[config.mk]
export PLATFORM = sky130hd
export DESIGN_NAME = dram_opstate_ctrl
export DESIGN_NICKNAME = d
export VERILOG_FILES = /design/src/rtl/dram_opstate_pkg.sv /design/src/rtl/opstate_fsm.sv /design/src/rtl/opstate_walker.sv /design/src/rtl/dram_opstate_ctrl.sv
export SDC_FILE = /design/constraint.sdc
export NUM_CORES = 1
export LEC_CHECK = 0
export ABC_AREA = 1
export BUFFER_PORTS_ARGS = -buffer_cell sky130_fd_sc_hd__buf_2
export CAP_MARGIN = 5
export CORE_MARGIN = 4
export CORE_UTILIZATION = 55
export DETAILED_ROUTE_END_ITERATION = 6
export GPL_TIMING_DRIVEN = 1
export HOLD_SLACK_MARGIN = 0.08
export MAX_ROUTING_LAYER = met4
export PLACE_DENSITY_LB_ADDON = 0.05
export SLEW_MARGIN = 40
export SYNTH_ARGS = -nofsm -noshare
export SYNTH_HDL_FRONTEND = slang
export SYNTH_HIERARCHICAL = 1
export SYNTH_SLANG_ARGS = --single-unit
export TNS_END_PERCENT = 10
[constraint.sdc]
create_clock -name clk -period 3.25 [get_ports clk]
set_input_delay 0.4875 -clock clk [delete_from_list [all_inputs] [get_ports clk]]
set_output_delay 0.4875 -clock clk [all_outputs]
set_load 0.03 [all_outputs]
[src/rtl/dram_opstate_pkg.sv]
package dram_opstate_pkg;

  localparam int TRIG_W = 3;

  typedef enum logic [2:0] {
    ST_INIT_MEM  = 3'd0,
    ST_CONFIG    = 3'd1,
    ST_CFG_REQ   = 3'd2,
    ST_ACCESS    = 3'd3,
    ST_ACC_REQ   = 3'd4,
    ST_LOW_POWER = 3'd5,
    ST_LP_ENTRY  = 3'd6,
    ST_LP_EXIT   = 3'd7
  } opstate_e;

  typedef enum logic [2:0] {
    RQ_INIT   = 3'd0,
    RQ_CONFIG = 3'd1,
    RQ_GO     = 3'd2,
    RQ_SLEEP  = 3'd3,
    RQ_WAKEUP = 3'd4
  } reqcode_e;

  typedef enum logic [1:0] {
    WK_IDLE      = 2'd0,
    WK_TO_CFG    = 2'd1,
    WK_TO_ACC    = 2'd2,
    WK_ACC_CYCLE = 2'd3
  } walk_e;

  typedef struct packed {
    logic     legal;
    opstate_e next;
  } move_t;

  typedef struct packed {
    logic       issue;
    logic [2:0] code;
    logic       finish;
    walk_e      nmode;
  } walk_step_t;

  // Settled states accept requests; the others are transient.
  function automatic logic is_settled(opstate_e s);
    return (s == ST_INIT_MEM) || (s == ST_CONFIG) ||
           (s == ST_ACCESS)   || (s == ST_LOW_POWER);
  endfunction

  // Target of a transient state once its dwell expires.
  function automatic opstate_e settle_target(opstate_e s);
    opstate_e t;
    case (s)
      ST_CFG_REQ:  t = ST_CONFIG;
      ST_ACC_REQ:  t = ST_ACCESS;
      ST_LP_ENTRY: t = ST_LOW_POWER;
      ST_LP_EXIT:  t = ST_ACCESS;
      default:     t = s;
    endcase
    return t;
  endfunction

  // Legality and next state of a request from a settled state.
  function automatic move_t decode_move(opstate_e s, logic [2:0] code);
    move_t m;
    m.legal = 1'b0;
    m.next  = s;
    case (s)
      ST_INIT_MEM: if (code == RQ_CONFIG) begin m.legal = 1'b1; m.next = ST_CFG_REQ; end
      ST_ACCESS: begin
        if (code == RQ_CONFIG) begin m.legal = 1'b1; m.next = ST_CFG_REQ; end
        else if (code == RQ_SLEEP) begin m.legal = 1'b1; m.next = ST_LP_ENTRY; end
      end
      ST_CONFIG: begin
        if (code == RQ_GO) begin m.legal = 1'b1; m.next = ST_ACC_REQ; end
        else if (code == RQ_INIT) begin m.legal = 1'b1; m.next = ST_INIT_MEM; end
      end
      ST_LOW_POWER: if (code == RQ_WAKEUP) begin m.legal = 1'b1; m.next = ST_LP_EXIT; end
      default: m.legal = 1'b0;
    endcase
    return m;
  endfunction

  // One step of the walker, evaluated only in a settled state.
  function automatic walk_step_t walk_plan(walk_e m, opstate_e s, logic [TRIG_W-1:0] trig);
    walk_step_t w;
    w.issue  = 1'b0;
    w.code   = RQ_INIT;
    w.finish = 1'b0;
    w.nmode  = m;
    case (m)
      WK_TO_CFG: begin
        case (s)
          ST_LOW_POWER: begin w.issue = 1'b1; w.code = RQ_WAKEUP; end
          ST_CONFIG:    w.finish = 1'b1;
          default:      begin w.issue = 1'b1; w.code = RQ_CONFIG; end
        endcase
      end
      WK_TO_ACC: begin
        case (s)
          ST_LOW_POWER: begin
            if (trig == TRIG_W'(1)) w.finish = 1'b1;
            else begin w.issue = 1'b1; w.code = RQ_WAKEUP; w.nmode = WK_ACC_CYCLE; end
          end
          ST_ACCESS:   w.finish = 1'b1;
          ST_CONFIG:   begin w.issue = 1'b1; w.code = RQ_GO; end
          default:     begin w.issue = 1'b1; w.code = RQ_CONFIG; end
        endcase
      end
      WK_ACC_CYCLE: begin
        case (s)
          ST_LOW_POWER: begin w.issue = 1'b1; w.code = RQ_WAKEUP; end
          ST_CONFIG:    begin w.issue = 1'b1; w.code = RQ_GO; w.nmode = WK_TO_ACC; end
          default:      begin w.issue = 1'b1; w.code = RQ_CONFIG; w.nmode = WK_TO_ACC; end
        endcase
      end
      default: w.finish = 1'b0;
    endcase
    return w;
  endfunction

endpackage

[src/rtl/opstate_fsm.sv]
module opstate_fsm
  import dram_opstate_pkg::*;
#(
  parameter int DWELL = 3
) (
  input  logic              clk,
  input  logic              rst_n,
  input  logic              req_v,
  input  logic [2:0]        req_code,
  input  logic [TRIG_W-1:0] trig_in,
  output opstate_e          state_o,
  output logic [TRIG_W-1:0] trig_o,
  output logic              settled_o,
  output logic              illegal_o
);

  localparam int CW = (DWELL > 1) ? $clog2(DWELL) : 1;
  localparam logic [CW-1:0] LAST = CW'(DWELL - 1);

  opstate_e          state_q;
  logic [CW-1:0]     cnt_q;
  logic [TRIG_W-1:0] trig_q;
  logic              illegal_q;

  move_t mv;
  logic  settled;
  logic  accept;
  logic  reject;
  logic  settle_evt;

  always_comb begin
    settled    = is_settled(state_q);
    mv         = decode_move(state_q, req_code);
    accept     = req_v && settled && mv.legal;
    reject     = req_v && !accept;
    settle_evt = !settled && (cnt_q == LAST);
  end

  always_ff @(posedge clk) begin
    if (!rst_n) begin
      state_q   <= ST_INIT_MEM;
      cnt_q     <= '0;
      trig_q    <= '0;
      illegal_q <= 1'b0;
    end else begin
      illegal_q <= reject;
      if (accept) begin
        state_q <= mv.next;
        cnt_q   <= '0;
        if (req_code == RQ_SLEEP)  trig_q <= trig_in;
        if (req_code == RQ_WAKEUP) trig_q <= '0;
      end else if (settle_evt) begin
        state_q <= settle_target(state_q);
        cnt_q   <= '0;
      end else if (!settled) begin
        cnt_q <= cnt_q + 1'b1;
      end
    end
  end

  assign state_o   = state_q;
  assign trig_o    = trig_q;
  assign settled_o = settled;
  assign illegal_o = illegal_q;

endmodule

[src/rtl/opstate_walker.sv]
module opstate_walker
  import dram_opstate_pkg::*;
(
  input  logic              clk,
  input  logic              rst_n,
  input  logic              start_cfg,
  input  logic              start_acc,
  input  opstate_e          state,
  input  logic [TRIG_W-1:0] trig,
  input  logic              settled,
  output logic              issue_o,
  output logic [2:0]        code_o,
  output logic              busy_o,
  output logic              done_o
);

  walk_e      mode_q;
  logic       done_q;
  walk_step_t step;

  always_comb begin
    step.issue  = 1'b0;
    step.code   = RQ_INIT;
    step.finish = 1'b0;
    step.nmode  = mode_q;
    if (mode_q != WK_IDLE && settled) step = walk_plan(mode_q, state, trig);
  end

  always_ff @(posedge clk) begin
    if (!rst_n) begin
      mode_q <= WK_IDLE;
      done_q <= 1'b0;
    end else begin
      done_q <= step.finish;
      if (step.finish)          mode_q <= WK_IDLE;
      else if (mode_q == WK_IDLE) begin
        if (start_cfg)          mode_q <= WK_TO_CFG;
        else if (start_acc)     mode_q <= WK_TO_ACC;
      end else                  mode_q <= step.nmode;
    end
  end

  assign issue_o = step.issue;
  assign code_o  = step.code;
  assign busy_o  = (mode_q != WK_IDLE);
  assign done_o  = done_q;

endmodule

[src/rtl/dram_opstate_ctrl.sv]
module dram_opstate_ctrl
  import dram_opstate_pkg::*;
#(
  parameter int DWELL = 3
) (
  input  logic       clk,
  input  logic       rst_n,
  input  logic       req_valid,
  input  logic [2:0] req_code,
  input  logic [2:0] lp_trig,
  input  logic       walk_to_cfg,
  input  logic       walk_to_acc,
  output logic [7:0] status,
  output logic       req_err,
  output logic       walk_busy,
  output logic       walk_done
);

  opstate_e          cur_state;
  logic [TRIG_W-1:0] cur_trig;
  logic              settled;
  logic              fsm_illegal;
  logic              w_issue;
  logic [2:0]        w_code;
  logic              w_busy;
  logic              fsm_req_v;
  logic [2:0]        fsm_req_code;
  logic              ext_reject;
  logic              ext_reject_q;

  // The walker owns the request path while it runs.
  assign fsm_req_v    = w_busy ? w_issue : req_valid;
  assign fsm_req_code = w_busy ? w_code  : req_code;
  assign ext_reject   = w_busy && req_valid;

  opstate_fsm #(.DWELL(DWELL)) u_fsm (
    .clk       (clk),
    .rst_n     (rst_n),
    .req_v     (fsm_req_v),
    .req_code  (fsm_req_code),
    .trig_in   (lp_trig),
    .state_o   (cur_state),
    .trig_o    (cur_trig),
    .settled_o (settled),
    .illegal_o (fsm_illegal)
  );

  opstate_walker u_walk (
    .clk       (clk),
    .rst_n     (rst_n),
    .start_cfg (walk_to_cfg),
    .start_acc (walk_to_acc),
    .state     (cur_state),
    .trig      (cur_trig),
    .settled   (settled),
    .issue_o   (w_issue),
    .code_o    (w_code),
    .busy_o    (w_busy),
    .done_o    (walk_done)
  );

  always_ff @(posedge clk) begin
    if (!rst_n) ext_reject_q <= 1'b0;
    else        ext_reject_q <= ext_reject;
  end

  assign status    = {1'b0, cur_trig, 1'b0, cur_state};
  assign req_err   = fsm_illegal | ext_reject_q;
  assign walk_busy = w_busy;

endmodule

# Yosys cells after proc, flatten, opt, wreduce, memory -nomap -nowiden
# Cells that the tools add are included.
totals:
  reg_bits: 13
  in_bits: 11
  word_cells: 93
op_classes:
  add_sub_neg: 1
  eq_ne: 25
  muxes: 32
  n_bitwise: 2
  n_reduce_logical: 26
op_table:
  columns: ["operator", "count"]
  rows:
  - ["$mux 4", 7]
  - ["$pmux 4 s3", 2]
  - ["$eq 3x3->1 const B", 5]
  - ["$mux 3", 5]
  - ["$eq 3x2->1 const B", 4]
  - ["$mux 2", 6]
  - ["$ne 3x3->1 const B", 4]
  - ["$pmux 3 s4", 1]
  - ["$eq 3x1->1 const B", 3]
  - ["$pmux 3 s3", 1]
  - ["$ne 4x4->1 const B", 2]
  - ["$pmux 4 s2", 1]
  - ["$reduce_bool 2->1", 4]
  - ["$mux 7", 1]
  - ["$reduce_and 7->1", 1]
  - ["$eq 2x2->1 const B", 3]
  - ["$logic_and 1x1->1", 6]
  - ["$logic_not 3->1", 2]
  - ["$ne 3x2->1 const B", 2]
  - ["$pmux 3 s2", 1]
  - ["$reduce_and 6->1", 1]
  - ["$ne 5x5->1 const B", 1]
  - ["$pmux 1 s2", 2]
  - ["$pmux 1 s4", 1]
  - ["other kinds (14)", 20]

# Longest topological paths before layout
depth:
  depth_word: 14
  ltp_mapped: 20
  depth_no_buf: 19

# Cells and area by module
# The synthesis kept the hierarchy.
modules_own_cells:
  columns: ["mod", "instances", "cells_per_inst", "area_each_um2"]
  rows:
  - ["opstate_fsm", 1, 94, 631.9]
  - ["opstate_walker", 1, 75, 460.4]
  - ["dram_opstate_ctrl", 1, 21, 105.1]

# Worst setup path after synthesis
# Ideal clock, no wire load.
synth_path:
  path_type: "register to register"
  startpoint: "reg u_fsm.state_q[0] (netlist: u_fsm/state_o[0])"
  endpoint: "reg u_fsm.state_q[2] (netlist: u_fsm/state_o[2])"
  setup_time_ps: 116
  arrival_ps: 2473
  required_ps: 3134
  setup_slack_ps: 661
  stages_incl_launch_ff: 19
  path_buffers: 1
  synth_period_minus_slack_ps: 2589
  cell_sequence: "dfxtp_1 > nand2_1 > nand2_1 > nand2_4 > inv_2 > nand2_4 > a311oi_1 > buf_4 > nand2_1 > nand2_1 > nor2_1 > nand2_1 > nor2_2 > nor2_4 > nand3_4 > nand2_4 > nand2_4 > o21ai_0 > nor2_1"
synth_rtl:
  columns: ["element", "line_no", "text"]
  rows:
  - ["from (decl)", "opstate_fsm.sv:20", "opstate_e state_q;"]
  - ["from (signal assigned)", "opstate_fsm.sv:48", "state_q <= mv.next;"]
  - ["from (signal assigned)", "opstate_fsm.sv:53", "state_q <= settle_target(state_q);"]

# Final worst setup path
layout_path:
  startpoint: "reg u_fsm.state_q[0] (netlist: u_fsm/state_o[0])"
  endpoint: "reg u_fsm.state_q[2] (netlist: u_fsm/state_o[2])"
layout_between:
  elab_chain_len: 14
  elab_cells_between_ends: 48
layout_rtl:
  columns: ["element", "line_no", "text"]
  rows:
  - ["$eq 3x1->1 / $logic_not 3->1 (equally long branches)", "dram_opstate_pkg.sv:45", "return (s == ST_INIT_MEM) || (s == ST_CONFIG) ||"]
  - ["$logic_or 1x1->1 (2 in series)", "dram_opstate_pkg.sv:45", null]
  - ["$logic_or 1x1->1 (*)", "dram_opstate_pkg.sv:46", "(s == ST_ACCESS) || (s == ST_LOW_POWER);"]
  - ["net settled", "dram_opstate_ctrl.sv:21", "logic settled;"]
  - ["$logic_and 1x1->1 (*)", "opstate_walker.sv:26", "if (mode_q != WK_IDLE && settled) step = walk_plan(mode_q, state, trig);"]
  - ["$mux 7 (*)", "opstate_walker.sv:26", null]
  - ["net w_code[0]", "dram_opstate_ctrl.sv:24", "logic [2:0] w_code;"]
  - ["$mux 3 (*)", "dram_opstate_ctrl.sv:33", "assign fsm_req_code = w_busy ? w_code : req_code;"]
  - ["net fsm_req_code[0]", "dram_opstate_ctrl.sv:27", "logic [2:0] fsm_req_code;"]
  - ["$eq 3x2->1 / $logic_not 3->1 (equally long branches)", "dram_opstate_pkg.sv:71, dram_opstate_pkg.sv:75", null]
  - ["$mux 4, on equally long branches", "dram_opstate_pkg.sv:71, dram_opstate_pkg.sv:75", null]
  - ["$mux 4, on equally long branches", "dram_opstate_pkg.sv:70, dram_opstate_pkg.sv:74", null]
  - ["$pmux 1 s4", "dram_opstate_pkg.sv:67", "case (s)"]
  - ["$logic_and 1x1->1", "opstate_fsm.sv:34", "accept = req_v && settled && mv.legal;"]
  - ["$ne 5x5->1 (no line), or another cell as far along", null, null]
  - ["$reduce_and 7->1 (no line)", null, null]
# The timed path passes the listed nets; every way through them passes the cells marked *. The select of a mux whose other input is x is not followed.
# A chain may end at the register's enable or synchronous reset.

==> impl_metrics.xml <==
<?xml version="1.0" encoding="UTF-8"?>
<metrics>
  <group name="clocking">
    <metric name="cts_tree" unit="">done</metric>
    <metric name="insertion_delay" unit="ps">280</metric>
    <metric name="clock_tree.htree_level_count" unit="">1</metric>
    <metric name="clk_path_buf_depth" unit="">2</metric>
    <metric name="cts.repair_timing.setup_buffer_count" unit="">0</metric>
    <metric name="cts_root_buffer" unit="">clkbuf_4</metric>
    <metric name="worst_setup_hold_path_clk_slew" unit="ps">70</metric>
    <metric name="cts_num_sinks" unit="">13</metric>
    <metric name="postCtsHoldBufs" unit="">0</metric>
    <metric name="tritoncts.num_buffers" unit="">3</metric>
    <metric name="postCtsResizedCells" unit="">0</metric>
  </group>
  <group name="global_routing">
    <metric name="first_global_vias" unit="">1093</metric>
    <metric name="grt_first_pass_wirelength" unit="mm">4.49</metric>
    <metric name="maximum_number_of_pins_on_one_net_before_global_route_repair" unit="">12</metric>
    <metric name="gr-max-usage-layer" unit="">met2</metric>
    <metric name="met3_usage" unit="">0.0163</metric>
    <metric name="gr-total-overflow" unit="">0</metric>
    <metric name="globalRouteMet2Util" unit="">0.331</metric>
    <metric name="globalRouteMet1Util" unit="">0.283</metric>
    <metric name="globalRouteTotalUtil" unit="">0.213</metric>
    <metric name="number_of_antenna_violations_at_the_first_check_in_global_routing" unit="">0</metric>
  </group>
  <group name="critical_path">
    <metric name="setup.worst_path.start_class" unit="">register</metric>
    <metric name="critical-path-slowest-cell" unit="">dfxtp_1</metric>
    <metric name="setup.worst_path.end_class" unit="">register</metric>
    <metric name="delay_contributed_by_the_slowest_stage_of_the_critical_path" unit="ps">530</metric>
    <metric name="crit_path_frequent_cell" unit="">nand2_1</metric>
    <metric name="path_delay_family" unit="">simple AND/OR/NAND/NOR gates</metric>
    <metric name="crit_required" unit="ps">3420</metric>
    <metric name="crit_path_max_fanout" unit="">11</metric>
    <metric name="worst_setup_path_type" unit="">reg2reg</metric>
    <metric name="crit_chain" unit="">nand2_1 &gt; nand2_1 &gt; nand2_4 &gt; inv_2 &gt; nand2_4 &gt; a311oi_1 &gt; nand2_1 &gt; nand2_1 &gt; nor2_1 &gt; nand2_1 &gt; nor2_2 &gt; nor2_4 &gt; nand3_4 &gt; nand2_4 &gt; nand2_4 &gt; o21ai_0 &gt; nor2_1</metric>
    <metric name="timing.critical_path.buf_inv" unit="">1</metric>
    <metric name="data_arrival_at_the_endpoint_of_the_critical_path" unit="ps">2690</metric>
  </group>
  <group name="layout">
    <metric name="n_antenna_cell" unit="">0</metric>
    <metric name="area.sequential" unit="um^2">260</metric>
    <metric name="utilization" unit="">0.653</metric>
    <metric name="drive_above_1_share" unit="">0.239</metric>
    <metric name="finish.instance_area" unit="um^2">1320</metric>
    <metric name="multi_input_comb_area" unit="um^2">787</metric>
    <metric name="fillerInstances" unit="">202</metric>
    <metric name="finish.cell_count_without_fillers" unit="">236</metric>
    <metric name="fin_nets" unit="">227</metric>
    <metric name="synthToLayoutAreaGrowth" unit="%">10.2</metric>
  </group>
  <group name="die">
    <metric name="floorplan.io_pins" unit="">22</metric>
    <metric name="core.rowCount" unit="">16</metric>
    <metric name="initial_core_util" unit="">0.592</metric>
    <metric name="die_x" unit="um">54.7</metric>
    <metric name="chipHeight" unit="um">54.7</metric>
    <metric name="floorplan.core_area" unit="um^2">2020</metric>
    <metric name="die-area" unit="um^2">2990</metric>
  </group>
  <group name="routing">
    <metric name="firstDrtPassIters" unit="">4</metric>
    <metric name="post_route_antenna_net_violation_count" unit="">0</metric>
    <metric name="routedWlPerCell" unit="um">11.2</metric>
    <metric name="drcViolationCount" unit="">0</metric>
    <metric name="wl" unit="mm">2.63</metric>
    <metric name="drt_iter0_drc" unit="">21</metric>
    <metric name="count_of_vias_placed_by_the_detailed_router" unit="">1183</metric>
    <metric name="viasPerCell" unit="">5.01</metric>
  </group>
  <group name="sta">
    <metric name="rsz0062_at_grt" unit="">false</metric>
    <metric name="post-route-period-util" unit="">0.775</metric>
    <metric name="period_needed" unit="ps">2520</metric>
    <metric name="final.setup.tns" unit="ps">0</metric>
    <metric name="fmax" unit="MHz">397</metric>
    <metric name="endpoints_failing_hold" unit="">0</metric>
    <metric name="slew_violations" unit="">0</metric>
    <metric name="final-setup-viol-count" unit="">0</metric>
    <metric name="timing.clock.skew" unit="ps">8.05</metric>
  </group>
  <group name="synthesis">
    <metric name="synth_largest_type_area_fraction" unit="">0.217</metric>
    <metric name="synth.yosys.seq_area_share" unit="">0.217</metric>
    <metric name="yosys.cell_count.top_type" unit="">nand2_1</metric>
    <metric name="yosysWarnings" unit="">6</metric>
    <metric name="post-synth-top-area-cell" unit="">dfxtp_1</metric>
    <metric name="synthesis.area_per_instance" unit="um^2">6.30</metric>
    <metric name="list_of_most_frequent_post_synthesis_cells" unit="">56 x nand2_1, 26 x inv_1, 18 x nor2_1</metric>
    <metric name="ys.flop_type" unit="">dfxtp_1</metric>
    <metric name="count_of_flip_flops_with_a_built_in_enable_after_synthesis" unit="">0</metric>
    <metric name="flops_latches_synth" unit="">13</metric>
    <metric name="synth.top_cells.by_area" unit="">dfxtp_1 22%, nand2_1 18%, inv_1 8.2%</metric>
    <metric name="mappedNetlistArea" unit="um^2">1200</metric>
    <metric name="yosysUniqueCellTypes" unit="">26</metric>
    <metric name="postSynth.asyncResetShare" unit="">0</metric>
    <metric name="netlist_instances" unit="">190</metric>
  </group>
  <group name="place">
    <metric name="placed_area" unit="um^2">1290</metric>
    <metric name="gp_congestion" unit="">0.910</metric>
    <metric name="hpwl_after_dpl" unit="mm">2.14</metric>
    <metric name="placed_cells_incl_taps" unit="">232</metric>
    <metric name="io_buffers" unit="">19</metric>
  </group>
  <group name="status">
    <metric name="run_status" unit="">complete, no violations</metric>
  </group>
  <group name="run">
    <metric name="drv.max_cap_violation_count" unit="">0</metric>
  </group>
  <group name="power_and_ir_drop">
    <metric name="max-vdd-ir-drop" unit="V">0.000507</metric>
    <metric name="power_per_cell_area" unit="nW/um^2">714</metric>
    <metric name="p_leak" unit="nW">0.662</metric>
  </group>
  <group name="worst_hold_path">
    <metric name="hold_path.class" unit="">in2reg</metric>
  </group>
</metrics>
-- area by class of cell --
type	instances	area share
clock inverters	1	0.00379
repair buffers	19	0.0720
flip-flops and latches	13	0.197
inverters	31	0.0882
well taps	27	0.0256
multi-input cells	142	0.596
clock buffers	3	0.0171
-- worst register-to-register path: stages, from the launching register on --
cell      delay (ps)
dfxtp_1          530
nand2_1          150
nand2_1          120
nand2_4           90
inv_2            100
nand2_4           90
a311oi_1         250
nand2_1           80
nand2_1          130
nor2_1            80
nand2_1          120
nor2_2            80
nor2_4           110
nand3_4          120
nand2_4          110
nand2_4           60
o21ai_0          140
nor2_1            50
-- per-layer routing --
layer | vias up | wire [um]
li1 | 626 | -
met1 | 521 | 1300
met2 | 32 | 1190
met3 | 4 | 106
met4 | 0 | 38
met5 | - | 0
-- metrics by stage --
step | total power [W] | hold WS [ps] | setup WS (ps)
2_1_floorplan | 0.000728 | 437 | 661
6_report | 0.000943 | 464 | 732
4_1_cts | 0.000945 | 452 | 725
3_3_place_gp | 0.000825 | 454 | 822
3_5_place_dp | 0.000842 | 466 | 739
5_1_grt | 0.00105 | 461 | 398
-- where the power goes --
part           internal (W)  switching [W]
clock network     0.0000456      0.0000517
logic              0.000199       0.000430
registers          0.000186      0.0000306
-- cell families after synthesis --
logic type               count (synthesis)  share of synthesized area
AND/OR/NAND/NOR                        120                      0.515
adder cells (fa/ha/maj)                  6                     0.0627
AO/OA/AOI/OAI                           14                     0.0732
other                                    1                    0.00313
buffers and inverters                   36                      0.129
flip-flops                              13                      0.217
-- path summary, 6_finish.rpt --
kind	start	to	slack, ps	cells after the start
setup / recovery	u_fsm/state_o[0]	u_fsm/state_o[2]	730	17
hold / removal	req_valid	ext_reject_q	460	3
setup reg to reg	u_fsm/state_o[0]	u_fsm/state_o[2]	730	17
hold reg to reg	u_fsm/cnt_q[1]	u_fsm/cnt_q[1]	480	2
-- cells in the final DEF, fill, tap and decap left out, drive strengths merged --
cell type	netlist	final
nand3	21	21
a21oi	4	4
buf	5	19
clkinv	0	1
dfxtp	13	13
clkbuf	0	3
ha	6	6
nand4	3	3
a311oi	2	2
o21ai	4	4
or2	2	2
a21boi	3	3
conb	1	2
nor2	25	25
a211oi	1	1
nor3	1	1
nand3b	2	2
inv	31	31
nand2	66	66
-- flip-flops by register name, summed over array words and instances (netlist names) --
| name | count |
|---|---|
| u_fsm/cnt_q | 2 |
| u_fsm/trig_o | 3 |
| u_fsm/illegal_o | 1 |
| u_walk/done_o | 1 |
| ext_reject_q | 1 |
| u_fsm/state_o | 3 |
| u_walk/mode_q | 2 |
No activity file was read; power rests on OpenSTA's default activity.
